[src/rtl/flash_lock_pkg.sv]
package flash_lock_pkg;
    typedef enum logic [2:0] {
        BLK_TIGHT    = 3'b001,
        BLK_LOCKED   = 3'b010,
        BLK_UNLOCKED = 3'b100
    } blk_state_e;

    typedef enum logic [1:0] {
        OP_UNLOCK_RANGE,
        OP_LOCK_RANGE,
        OP_UNLOCK_ALL,
        OP_TIGHTEN_RANGE
    } walk_op_e;

    typedef enum logic [1:0] {
        ST_IDLE,
        ST_WALK,
        ST_FINISH
    } walk_fsm_e;

    localparam logic [7:0] OPC_UNLOCK_RANGE = 8'h23;
    localparam logic [7:0] OPC_UNLOCK_ALL   = 8'h27;
    localparam logic [7:0] OPC_LOCK_RANGE   = 8'h2A;
    localparam logic [7:0] OPC_TIGHTEN      = 8'h2C;
endpackage

[src/rtl/lock_range_regs.sv]
module lock_range_regs #(
    parameter int IDX_W = 4
) (
    input  logic             clk,
    input  logic             rst_n,
    input  logic             first_we,
    input  logic             last_we,
    input  logic [IDX_W-1:0] wdata,
    output logic [IDX_W-1:0] first_q,
    output logic [IDX_W-1:0] last_q
);
    always_ff @(posedge clk or negedge rst_n) begin
        if (!rst_n) begin
            first_q <= '0;
            last_q  <= '0;
        end else begin
            if (first_we) begin
                first_q <= wdata;
                last_q  <= wdata;
            end else if (last_we) begin
                last_q  <= wdata;
            end
        end
    end

    // first-index write mirrors into last index
    a_r2_first_sets_last: assert property (@(posedge clk) disable iff (!rst_n)
        first_we |=> (last_q == first_q));
endmodule

[src/rtl/lock_state_table.sv]
module lock_state_table
    import flash_lock_pkg::*;
#(
    parameter int NUM_BLOCKS = 12,
    parameter int IDX_W      = 4
) (
    input  logic             clk,
    input  logic             rst_n,
    input  logic             wr_en,
    input  logic [IDX_W-1:0] wr_idx,
    input  blk_state_e       wr_state,
    input  logic [IDX_W-1:0] rd_idx,
    output blk_state_e       rd_state,
    input  logic [IDX_W-1:0] q_idx,
    output logic             q_writable
);
    localparam int SLOTS = 1 << IDX_W;

    logic [2:0] cell_q [SLOTS];

    for (genvar b = 0; b < SLOTS; b++) begin : g_cell
        if (b < NUM_BLOCKS) begin : g_real
            always_ff @(posedge clk or negedge rst_n) begin
                if (!rst_n) begin
                    cell_q[b] <= BLK_LOCKED;
                end else if (wr_en && (wr_idx == IDX_W'(b))) begin
                    cell_q[b] <= wr_state;
                end
            end
        end else begin : g_absent
            assign cell_q[b] = 3'b000;
        end
    end

    assign rd_state   = blk_state_e'(cell_q[rd_idx]);
    assign q_writable = (cell_q[q_idx] == BLK_UNLOCKED);

    // every real block holds exactly one state bit
    a_r1_onehot_state: assert property (@(posedge clk) disable iff (!rst_n)
        ({1'b0, rd_idx} < (IDX_W+1)'(NUM_BLOCKS)) |-> ($countones(cell_q[rd_idx]) == 1));

    // a lock-tight block is only ever rewritten as lock-tight
    a_r5_tight_sticky: assert property (@(posedge clk) disable iff (!rst_n)
        (wr_en && (wr_idx == rd_idx) && (rd_state == BLK_TIGHT)) |-> (wr_state == BLK_TIGHT));
endmodule

[src/rtl/lock_walker.sv]
module lock_walker
    import flash_lock_pkg::*;
#(
    parameter int NUM_BLOCKS = 12,
    parameter int IDX_W      = 4
) (
    input  logic             clk,
    input  logic             rst_n,
    input  logic             cmd_valid,
    input  logic [7:0]       cmd_opcode,
    input  logic [IDX_W-1:0] first_idx,
    input  logic [IDX_W-1:0] last_idx,
    output logic [IDX_W-1:0] rd_idx,
    input  blk_state_e       rd_state,
    output logic             wr_en,
    output logic [IDX_W-1:0] wr_idx,
    output blk_state_e       wr_state,
    output logic             err_set,
    output logic             fin_set,
    output logic             busy,
    output logic             done
);
    localparam logic [IDX_W:0]   BLK_LIMIT = (IDX_W+1)'(NUM_BLOCKS);
    localparam logic [IDX_W-1:0] TOP_IDX   = IDX_W'(NUM_BLOCKS - 1);

    walk_fsm_e        state_q, state_d;
    walk_op_e         op_q, op_d;
    logic [IDX_W-1:0] cur_q, cur_d;
    logic [IDX_W-1:0] end_q, end_d;

    logic             known_op;
    walk_op_e         dec_op;
    logic [IDX_W-1:0] start_sel, end_sel;
    logic             out_of_range, hit_tight, hit_unlocked;

    always_comb begin
        known_op = 1'b1;
        dec_op   = OP_UNLOCK_RANGE;
        unique case (cmd_opcode)
            OPC_UNLOCK_RANGE: dec_op = OP_UNLOCK_RANGE;
            OPC_LOCK_RANGE:   dec_op = OP_LOCK_RANGE;
            OPC_UNLOCK_ALL:   dec_op = OP_UNLOCK_ALL;
            OPC_TIGHTEN:      dec_op = OP_TIGHTEN_RANGE;
            default:          known_op = 1'b0;
        endcase
    end

    assign start_sel    = (dec_op == OP_UNLOCK_ALL) ? '0 : first_idx;
    assign end_sel      = (dec_op == OP_UNLOCK_ALL) ? TOP_IDX : last_idx;
    assign out_of_range = ({1'b0, cur_q} >= BLK_LIMIT);
    assign hit_tight    = (rd_state == BLK_TIGHT);
    assign hit_unlocked = (rd_state == BLK_UNLOCKED);
    assign rd_idx       = cur_q;
    assign wr_idx       = cur_q;

    always_ff @(posedge clk or negedge rst_n) begin
        if (!rst_n) begin
            state_q <= ST_IDLE;
            op_q    <= OP_UNLOCK_RANGE;
            cur_q   <= '0;
            end_q   <= '0;
        end else begin
            state_q <= state_d;
            op_q    <= op_d;
            cur_q   <= cur_d;
            end_q   <= end_d;
        end
    end

    always_comb begin
        state_d  = state_q;
        op_d     = op_q;
        cur_d    = cur_q;
        end_d    = end_q;
        wr_en    = 1'b0;
        wr_state = BLK_LOCKED;
        err_set  = 1'b0;
        fin_set  = 1'b0;
        busy     = 1'b0;
        done     = 1'b0;
        unique case (state_q)
            ST_IDLE: begin
                if (cmd_valid && known_op) begin
                    op_d  = dec_op;
                    cur_d = start_sel;
                    end_d = end_sel;
                    if (start_sel > end_sel) begin
                        state_d = ST_FINISH;
                    end else begin
                        state_d = ST_WALK;
                    end
                end
            end
            ST_WALK: begin
                busy = 1'b1;
                if (out_of_range) begin
                    err_set = 1'b1;
                    state_d = ST_FINISH;
                end else if ((op_q != OP_TIGHTEN_RANGE) && hit_tight) begin
                    state_d = ST_FINISH;
                end else begin
                    unique case (op_q)
                        OP_UNLOCK_RANGE, OP_UNLOCK_ALL: begin
                            wr_en    = 1'b1;
                            wr_state = BLK_UNLOCKED;
                        end
                        OP_LOCK_RANGE: begin
                            wr_en    = 1'b1;
                            wr_state = BLK_LOCKED;
                        end
                        OP_TIGHTEN_RANGE: begin
                            wr_en    = !hit_unlocked;
                            wr_state = BLK_TIGHT;
                        end
                        default: ;
                    endcase
                    if (cur_q == end_q) begin
                        state_d = ST_FINISH;
                    end else begin
                        cur_d = cur_q + 1'b1;
                    end
                end
            end
            ST_FINISH: begin
                busy    = 1'b1;
                done    = 1'b1;
                fin_set = 1'b1;
                state_d = ST_IDLE;
            end
            default: state_d = ST_IDLE;
        endcase
    end

    // done lasts a single cycle
    a_r9_done_pulse: assert property (@(posedge clk) disable iff (!rst_n)
        done |=> !done);

    // the walk target stays frozen while busy, whatever the command pins do
    a_r8_end_stable: assert property (@(posedge clk) disable iff (!rst_n)
        (busy && $past(busy)) |-> $stable(end_q));

    // lock and unlock walks never write a lock-tight block
    a_r3_no_tight_overwrite: assert property (@(posedge clk) disable iff (!rst_n)
        (wr_en && (op_q != OP_TIGHTEN_RANGE)) |-> !hit_tight);

    // an error is only raised at an index beyond the table
    a_r6_err_oob: assert property (@(posedge clk) disable iff (!rst_n)
        err_set |-> ({1'b0, rd_idx} >= BLK_LIMIT));
endmodule

[src/rtl/lock_status.sv]
module lock_status
    import flash_lock_pkg::*;
(
    input  logic        clk,
    input  logic        rst_n,
    input  logic        wr_en,
    input  blk_state_e  wr_state,
    input  logic        err_set,
    input  logic        fin_set,
    input  logic        ack,
    output logic [15:0] wp_status,
    output logic        irq,
    output logic        cmd_err
);
    always_ff @(posedge clk or negedge rst_n) begin
        if (!rst_n) begin
            wp_status <= 16'h0002;
            irq       <= 1'b0;
            cmd_err   <= 1'b0;
        end else begin
            if (wr_en) begin
                wp_status <= {13'd0, wr_state};
            end
            if (fin_set) begin
                irq <= 1'b1;
            end else if (ack) begin
                irq <= 1'b0;
            end
            if (err_set) begin
                cmd_err <= 1'b1;
            end else if (ack) begin
                cmd_err <= 1'b0;
            end
        end
    end

    // the interrupt only rises at the end of a walk
    a_r7_irq_after_finish: assert property (@(posedge clk) disable iff (!rst_n)
        $rose(irq) |-> $past(fin_set));

    // status word always holds a one-hot state
    a_r7_wp_onehot: assert property (@(posedge clk) disable iff (!rst_n)
        ($countones(wp_status) == 1) && (wp_status[15:3] == 13'd0));
endmodule

[src/rtl/flash_lock_mgr.sv]
module flash_lock_mgr
    import flash_lock_pkg::*;
#(
    parameter int NUM_BLOCKS = 12,
    parameter int IDX_W      = (NUM_BLOCKS > 1) ? $clog2(NUM_BLOCKS) : 1
) (
    input  logic             clk,
    input  logic             rst_n,
    input  logic             first_we,
    input  logic             last_we,
    input  logic [IDX_W-1:0] range_wdata,
    input  logic             cmd_valid,
    input  logic [7:0]       cmd_opcode,
    input  logic             irq_ack,
    input  logic [IDX_W-1:0] query_blk,
    output logic             query_writable,
    output logic [IDX_W-1:0] first_idx,
    output logic [IDX_W-1:0] last_idx,
    output logic [15:0]      wp_status,
    output logic             busy,
    output logic             done,
    output logic             irq,
    output logic             cmd_err
);
    logic [IDX_W-1:0] rd_idx, wr_idx;
    blk_state_e       rd_state, wr_state;
    logic             wr_en, err_set, fin_set;

    lock_range_regs #(.IDX_W(IDX_W)) u_range (
        .clk     (clk),
        .rst_n   (rst_n),
        .first_we(first_we),
        .last_we (last_we),
        .wdata   (range_wdata),
        .first_q (first_idx),
        .last_q  (last_idx)
    );

    lock_state_table #(.NUM_BLOCKS(NUM_BLOCKS), .IDX_W(IDX_W)) u_table (
        .clk       (clk),
        .rst_n     (rst_n),
        .wr_en     (wr_en),
        .wr_idx    (wr_idx),
        .wr_state  (wr_state),
        .rd_idx    (rd_idx),
        .rd_state  (rd_state),
        .q_idx     (query_blk),
        .q_writable(query_writable)
    );

    lock_walker #(.NUM_BLOCKS(NUM_BLOCKS), .IDX_W(IDX_W)) u_walk (
        .clk       (clk),
        .rst_n     (rst_n),
        .cmd_valid (cmd_valid),
        .cmd_opcode(cmd_opcode),
        .first_idx (first_idx),
        .last_idx  (last_idx),
        .rd_idx    (rd_idx),
        .rd_state  (rd_state),
        .wr_en     (wr_en),
        .wr_idx    (wr_idx),
        .wr_state  (wr_state),
        .err_set   (err_set),
        .fin_set   (fin_set),
        .busy      (busy),
        .done      (done)
    );

    lock_status u_status (
        .clk      (clk),
        .rst_n    (rst_n),
        .wr_en    (wr_en),
        .wr_state (wr_state),
        .err_set  (err_set),
        .fin_set  (fin_set),
        .ack      (irq_ack),
        .wp_status(wp_status),
        .irq      (irq),
        .cmd_err  (cmd_err)
    );

    // the error flag rises together with the done pulse
    a_r6_err_with_done: assert property (@(posedge clk) disable iff (!rst_n)
        $rose(cmd_err) |-> done);
endmodule

[config.mk]
export PLATFORM = sky130hd
export DESIGN_NAME = flash_lock_mgr
export DESIGN_NICKNAME = d
export VERILOG_FILES = /design/src/rtl/flash_lock_pkg.sv /design/src/rtl/lock_range_regs.sv /design/src/rtl/lock_state_table.sv /design/src/rtl/lock_walker.sv /design/src/rtl/lock_status.sv /design/src/rtl/flash_lock_mgr.sv
export SDC_FILE = /design/constraint.sdc
export NUM_CORES = 1
export LEC_CHECK = 0
export ABC_AREA = 1
export BUFFER_PORTS_ARGS = -buffer_cell sky130_fd_sc_hd__buf_2
export CAP_MARGIN = 20
export CORE_MARGIN = 1.5
export CORE_UTILIZATION = 59
export CTS_CLUSTER_DIAMETER = 80
export DETAILED_ROUTE_END_ITERATION = 12
export GPL_TIMING_DRIVEN = 0
export PLACE_DENSITY_LB_ADDON = 0.3
export SETUP_SLACK_MARGIN = 0.02
export SLEW_MARGIN = 20
export SYNTH_ARGS = -nofsm -noshare
export SYNTH_HDL_FRONTEND = slang
export SYNTH_SLANG_ARGS = --single-unit
[constraint.sdc]
create_clock -name clk -period 2.1 [get_ports clk]
set_input_delay 0.42 -clock clk [delete_from_list [all_inputs] [get_ports clk]]
set_output_delay 0.42 -clock clk [all_outputs]
set_load 0.02 [all_outputs]
==> results of run 1 <==
==> state kept, by name, summed over array words and instances, names as in the netlist, 2 cells and up <==
signal              cells
u_walk.state_q          2
u_status.wp_status      3
u_walk.op_q             2
u_table.cell_q         36
u_walk.end_q            4
u_walk.rd_idx           4
u_range.first_q         4
u_range.last_q          4
==> how the worst max path moves through the flow <==
stage	cells past startpoint	end	slack (ps)
finish	15	u_walk.state_q[1]	40
global route	15	u_walk.state_q[1]	-140
CTS	12	u_table.cell_q[18]	20
detailed placement	10	u_table.cell_q[18]	-410
global placement	10	u_table.cell_q[33]	-320
floorplan	14	u_walk.state_q[1]	90
==> cell type report <==
cell class	instances	area, um2
Buffer	29	255
Clock buffer	11	141
Clock inverter	5	27.5
Fill cell	521	1650
Inverter	82	329
Multi-Input combinational cell	401	2040
Sequential cell	61	1540
Tap cell	77	96.3
Timing Repair Buffer	52	342
==> cell families (layout without fill, tap and decap cells) <==
| kind of cell | count (synthesis) | in the layout |
|---|---|---|
| other cells | 1 | 13 |
| compound gates | 35 | 35 |
| mux | 4 | 4 |
| simple gates | 333 | 333 |
| buf+inv | 113 | 179 |
| flops | 61 | 61 |
| xor+xnor | 5 | 5 |
| fa+ha+maj | 11 | 11 |
==> per-stage QoR <==
| stage | cell area, um2 | instances |
|---|---|---|
| finish | 4780 | 718 |
| global route | 4780 | 718 |
| CTS | 4530 | 707 |
| detailed placement | 4300 | 687 |
| global placement | 4300 | 687 |
| floorplan | 4030 | 575 |
==> synthesized netlist by cell type, types with 7 or more instances <==
| master | count | share of area (%) |
|---|---|---|
| ha_1 | 11 | 3.5 |
| o21ai_0 | 14 | 1.8 |
| buf_4 | 13 | 2.5 |
| buf_2 | 7 | 0.88 |
| dfrtp_1 | 48 | 30 |
| nor2_1 | 45 | 4.2 |
| inv_1 | 78 | 7.4 |
| nand3_1 | 34 | 4.3 |
| dfstp_2 | 13 | 8.6 |
| nand2_1 | 213 | 20 |
| nand4_1 | 21 | 3.3 |
| nor2_4 | 7 | 2.0 |
==> power by group through the flow <==
| stage | logic, W | registers (W) | clock network (W) |
|---|---|---|---|
| 6_report | 0.00219 | 0.00156 | 0.000929 |
| 5_1_grt | 0.00237 | 0.00158 | 0.000971 |
| 4_1_cts | 0.00194 | 0.00153 | 0.000930 |
| 2_1_floorplan | 0.00142 | 0.00158 | 0 |
| 3_5_place_dp | 0.00193 | 0.00156 | 0 |
| 3_3_place_gp | 0.00188 | 0.00155 | 0 |
==> routing by layer <==
layer	part of all wire, %	vias up	GRT usage, %
met2	49	178	49.6
met5	0	-	0
met3	6.5	43	4.77
met1	41	1839	37.0
met4	3.9	0	10.7
li1	-	1874	-
==> what timing repair did <==
action	in CTS	in global routing
cloned	0	1
pin swaps	3	7
resized for setup	12	47
setup endpoints to repair	37	39
buffers inserted	5	11
==> impl_metrics.env, run 1 <==
export IMPL_crit_family="simple AND/OR/NAND/NOR gates"
export IMPL_core_rowCount=29
export IMPL_r2r_setup_slack_ps=70
export IMPL_synth_xor_area_share_pct=1.10
export IMPL_grt_pass1_wl_mm=16.5
export IMPL_synth_compound_area_share_pct=5.32
export IMPL_htreeDepth=3
export IMPL_core_area_um2=6420
export IMPL_p_leak_nw=2.54
export IMPL_synth_edff_count=0
export IMPL_drive_above_1_share_pct=24.5
export IMPL_pwr_share_comb_pct=46.8
export IMPL_rsz0062_at_grt="true"
export IMPL_fmax_mhz=486
export IMPL_dr_pass1_iters=11
export IMPL_fin_setup_tns_ps=0
export IMPL_io_buffers=35
export IMPL_ys_seq_area_share_pct=38.8
export IMPL_cts_buffers=9
export IMPL_switching_share_pct=43.4
export IMPL_drt_drc_violations_left=3
export IMPL_worst_hold_slack_ps=151
export IMPL_crit_start="cmd_opcode[4]"
export IMPL_nNetsFinal=669
export IMPL_p_per_area_nw_per_um2=979
export IMPL_grt_overflow_total=0
export IMPL_hp_class="in -> async"
export IMPL_antenna_cells=0
export IMPL_worst_pin_slew_ps=765
export IMPL_ys_ff_latch=61
export IMPL_synth_adder_area_share_pct=3.46
export IMPL_track_usage_pct=29.0
export IMPL_hpwl_mm=7.42
export IMPL_worstPathRequired_ps=2380
export IMPL_yosys_most_used_dff="dfrtp_1"
export IMPL_vias=3934
export IMPL_antenna_left=0
export IMPL_hold_viol=0
export IMPL_async_reset_ff_share_pct=100
export IMPL_num_io_pins=51
export IMPL_clkTransAtPathRegs_ps=70
export IMPL_synth_mux_area_share_pct=1.13
export IMPL_max_cap_viol_count=0
export IMPL_slew_headroom_pct=49.0
export IMPL_start_kind="primary input"
export IMPL_holdBufCountCts=0
export IMPL_avgRoutedWirePerCell_um=15.1
export IMPL_maxSlewViolCount=0
export IMPL_path_buf_inv=4
export IMPL_synthCells=563
export IMPL_p_total_w=0.00468
export IMPL_synth_top_family_by_area="simple AND/OR/NAND/NOR gates"
export IMPL_syn_cell_area_um2=3980
export IMPL_worstPathCellList="buf_2, inv_1, nand2_1, nor3_4, nand2_2, inv_4, nor2_1, ha_1, nand2_1, inv_1, o21ai_0, a32o_2, o21ai_2, nand3_1, nand2_1"
export IMPL_layout_common_cells="nand2_1, inv_1, dfrtp_1, nor2_1, buf_2"
export IMPL_setup_viol=0
export IMPL_critical_path_class="in -> reg"
export IMPL_drt_iter0_drc=278
export IMPL_fin_util_pct=74.4
export IMPL_crit_path_max_incr_delay_ps=310
export IMPL_cpMostUsedCell="nand2_1"
export IMPL_dieHeight_um=85.1
export IMPL_period_share_pct=97.9
export IMPL_final_common_cell="nand2_1"
export IMPL_synthSimpleGateAreaFrac_pct=36.6
export IMPL_finalClockSkew_ps=7.51
export IMPL_seqPwrFrac_pct=33.4
export IMPL_die_area_um2=7240
export IMPL_avgSynthCellArea_um2=7.06
export IMPL_cp_max_fo=6
export IMPL_p_int_w=0.00265
export IMPL_wirelength_mm=10.8
export IMPL_clock_latency_ps=340
export IMPL_cts_root_buffer="clkbuf_8"
export IMPL_worst_slack_ps=44.4
export IMPL_power_share_clock_pct=19.8
export IMPL_ff2ff_path_depth=16
export IMPL_finalWeightedCongestion=0.985
export IMPL_synth_cell_types=37
export IMPL_violations="DRC"
export IMPL_grt_antenna_before_repair=0
export IMPL_reg2reg_to="u_table.cell_q[16]"
export IMPL_vdd_drop_max_mv=0.590
export IMPL_switching_power_w=0.00203
export IMPL_critPathCaptureType="flop"
export IMPL_numClockSinks=61
export IMPL_cts_buffer_depth=2
export IMPL_yosys_warnings=0
export IMPL_crit_slowest_cell="ha_1"
export IMPL_period_needed_ps=2060
export IMPL_dp_slack_ps=-413
export IMPL_grt_max_degree=62
export IMPL_arrival_ps=2330
export IMPL_via_per_inst=5.48
export IMPL_r2r_start="u_walk.rd_idx[0]"
export IMPL_grt_pass1_vias=3587
export IMPL_areaGrowthSynthToFinish_pct=20.1
export IMPL_cts_tree="yes"
export IMPL_outcome="finished, violations left"
export IMPL_die_w_um=85.1
export IMPL_start_util_pct=61.9
(Power assumes the default switching activity.)
==> inputs of run 2 (changes only) <==
PLACE_DENSITY = 0.88   (was not set)
PLACE_DENSITY_LB_ADDON = not set   (was 0.3)
==> impl_metrics.env, run 2 (synthesis gave the netlist of run 1 again) <==
export IMPL_p_int_w=0.00288
export IMPL_drt_iter0_drc=323
export IMPL_drive_above_1_share_pct=26.8
export IMPL_outcome="finished, violations left"
export IMPL_io_buffers=35
export IMPL_dieHeight_um=85.1
export IMPL_grt_pass1_vias=3532
export IMPL_final_common_cell="nand2_1"
export IMPL_fmax_mhz=457
export IMPL_cp_max_fo=3
export IMPL_worst_slack_ps=-87.2
export IMPL_p_total_w=0.00499
export IMPL_dp_slack_ps=-349
export IMPL_setup_viol=3
export IMPL_antenna_left=0
export IMPL_numClockSinks=61
export IMPL_grt_pass1_wl_mm=16.3
export IMPL_start_kind="flop"
export IMPL_seqPwrFrac_pct=31.2
export IMPL_worst_pin_slew_ps=762
export IMPL_die_area_um2=7240
export IMPL_finalWeightedCongestion=1.00
export IMPL_htreeDepth=3
export IMPL_maxSlewViolCount=0
export IMPL_cts_buffer_depth=2
export IMPL_pwr_share_comb_pct=47.4
export IMPL_grt_antenna_before_repair=0
export IMPL_fin_setup_tns_ps=-98.0
export IMPL_num_io_pins=51
export IMPL_finalClockSkew_ps=8.74
export IMPL_via_per_inst=5.49
export IMPL_switching_power_w=0.00211
export IMPL_switching_share_pct=42.3
export IMPL_largest_reg_flops=36
export IMPL_core_rowCount=29
export IMPL_period_needed_ps=2190
export IMPL_grt_overflow_total=0
export IMPL_rsz0062_at_grt="true"
export IMPL_hold_viol=0
export IMPL_critPathCaptureType="output pin"
export IMPL_fin_area_um2=4990
export IMPL_p_per_area_nw_per_um2=1000
export IMPL_slew_headroom_pct=49.2
export IMPL_instances_no_fill=731
export IMPL_arrival_ps=1770
export IMPL_holdBufCountCts=0
export IMPL_track_usage_pct=28.8
export IMPL_nNetsFinal=682
export IMPL_antenna_cells=0
export IMPL_grt_max_degree=62
export IMPL_hp_class="in -> async"
export IMPL_clock_latency_ps=360
export IMPL_critical_path_class="reg -> out"
export IMPL_vdd_drop_max_mv=0.590
export IMPL_cts_buffers=9
export IMPL_vias=4016
export IMPL_p_leak_nw=2.63
export IMPL_clkTransAtPathRegs_ps=80
export IMPL_wirelength_mm=10.9
export IMPL_dr_pass1_iters=10
export IMPL_start_util_pct=61.9
export IMPL_dpl_instance_area_um2=4300
export IMPL_core_area_um2=6420
export IMPL_avgRoutedWirePerCell_um=15.0
export IMPL_period_share_pct=104
export IMPL_violations="DRC, setup timing"
export IMPL_drt_drc_violations_left=5
export IMPL_cts_tree="yes"
export IMPL_die_w_um=85.1
export IMPL_hpwl_mm=7.33
export IMPL_layout_common_cells="nand2_1, inv_1, dfrtp_1, nor2_1, buf_4"
export IMPL_cts_root_buffer="clkbuf_8"
export IMPL_areaGrowthSynthToFinish_pct=25.4
export IMPL_largest_register="u_table.cell_q"
export IMPL_worstPathRequired_ps=1680
export IMPL_dp_cells=687
export IMPL_power_share_clock_pct=21.4
export IMPL_max_cap_viol_count=0
[run 2: through the flow]
step	util (%)	hold slack, ps
finish	77.7	126
global route	77.7	206
CTS	71.1	169
detailed placement	67.0	460
global placement	66.9	456
floorplan	-	124
[run 2: layout make-up]
class / count / area, um2
Fill cell: 462 / 1440
Multi-Input combinational cell: 402 / 2090
Clock buffer: 9 / 124
Timing Repair Buffer: 63 / 464
Inverter: 82 / 330
Clock inverter: 7 / 76.3
Sequential cell: 61 / 1540
Tap cell: 77 / 96.3
Buffer: 30 / 268
[run 2: power by group through the flow]
stage / Clock, W / Sequential (W) / Combinational, W
after floorplan: 0 / 0.00158 / 0.00142
after global placement: 0 / 0.00155 / 0.00187
after detailed placement: 0 / 0.00156 / 0.00192
after CTS: 0.00107 / 0.00153 / 0.00199
after global routing: 0.00113 / 0.00158 / 0.00255
final: 0.00107 / 0.00155 / 0.00236
[run 2: worst max-delay path: stages (launching register included)]
cell and delay (ps):
dfstp_2 410, o31ai_2 320, o21ai_1 180, nand2_1 100, nand3_1 60, nand2_1 60
inv_1 30, o21ai_1 100, buf_4 150
[run 2: per-layer routing]
metal / wire length, um / track usage (%)
met1: 4460 / 36.4
met2: 5220 / 47.0
met3: 780 / 5.64
met4: 485 / 14.9
met5: 0 / 0
[run 2: worst paths after layout]
| path | startpoint | end | slack, ps | depth (start not counted) |
|---|---|---|---|---|
| setup / recovery | u_table.cell_q[19] | query_writable | -90 | 8 |
| hold / removal | rst_n | u_table.cell_q[41] | 130 | 1 |
| setup reg to reg | u_walk.state_q[1] | u_table.cell_q[22] | -10 | 13 |
| hold reg to reg | u_table.cell_q[31] | u_table.cell_q[31] | 470 | 2 |
| max in group asynchronous | rst_n | u_walk.end_q[0] | 1460 | 1 |
| min in group clk | irq_ack | u_status.irq | 240 | 2 |
[run 2: timing repair]
| action | 4_1_cts | 5_1_grt |
|---|---|---|
| pin swaps | 4 | 25 |
| setup endpoints to repair | 37 | 46 |
| gates cloned | 0 | 5 |
| setup buffers | 4 | 20 |
| resized for setup | 12 | 58 |
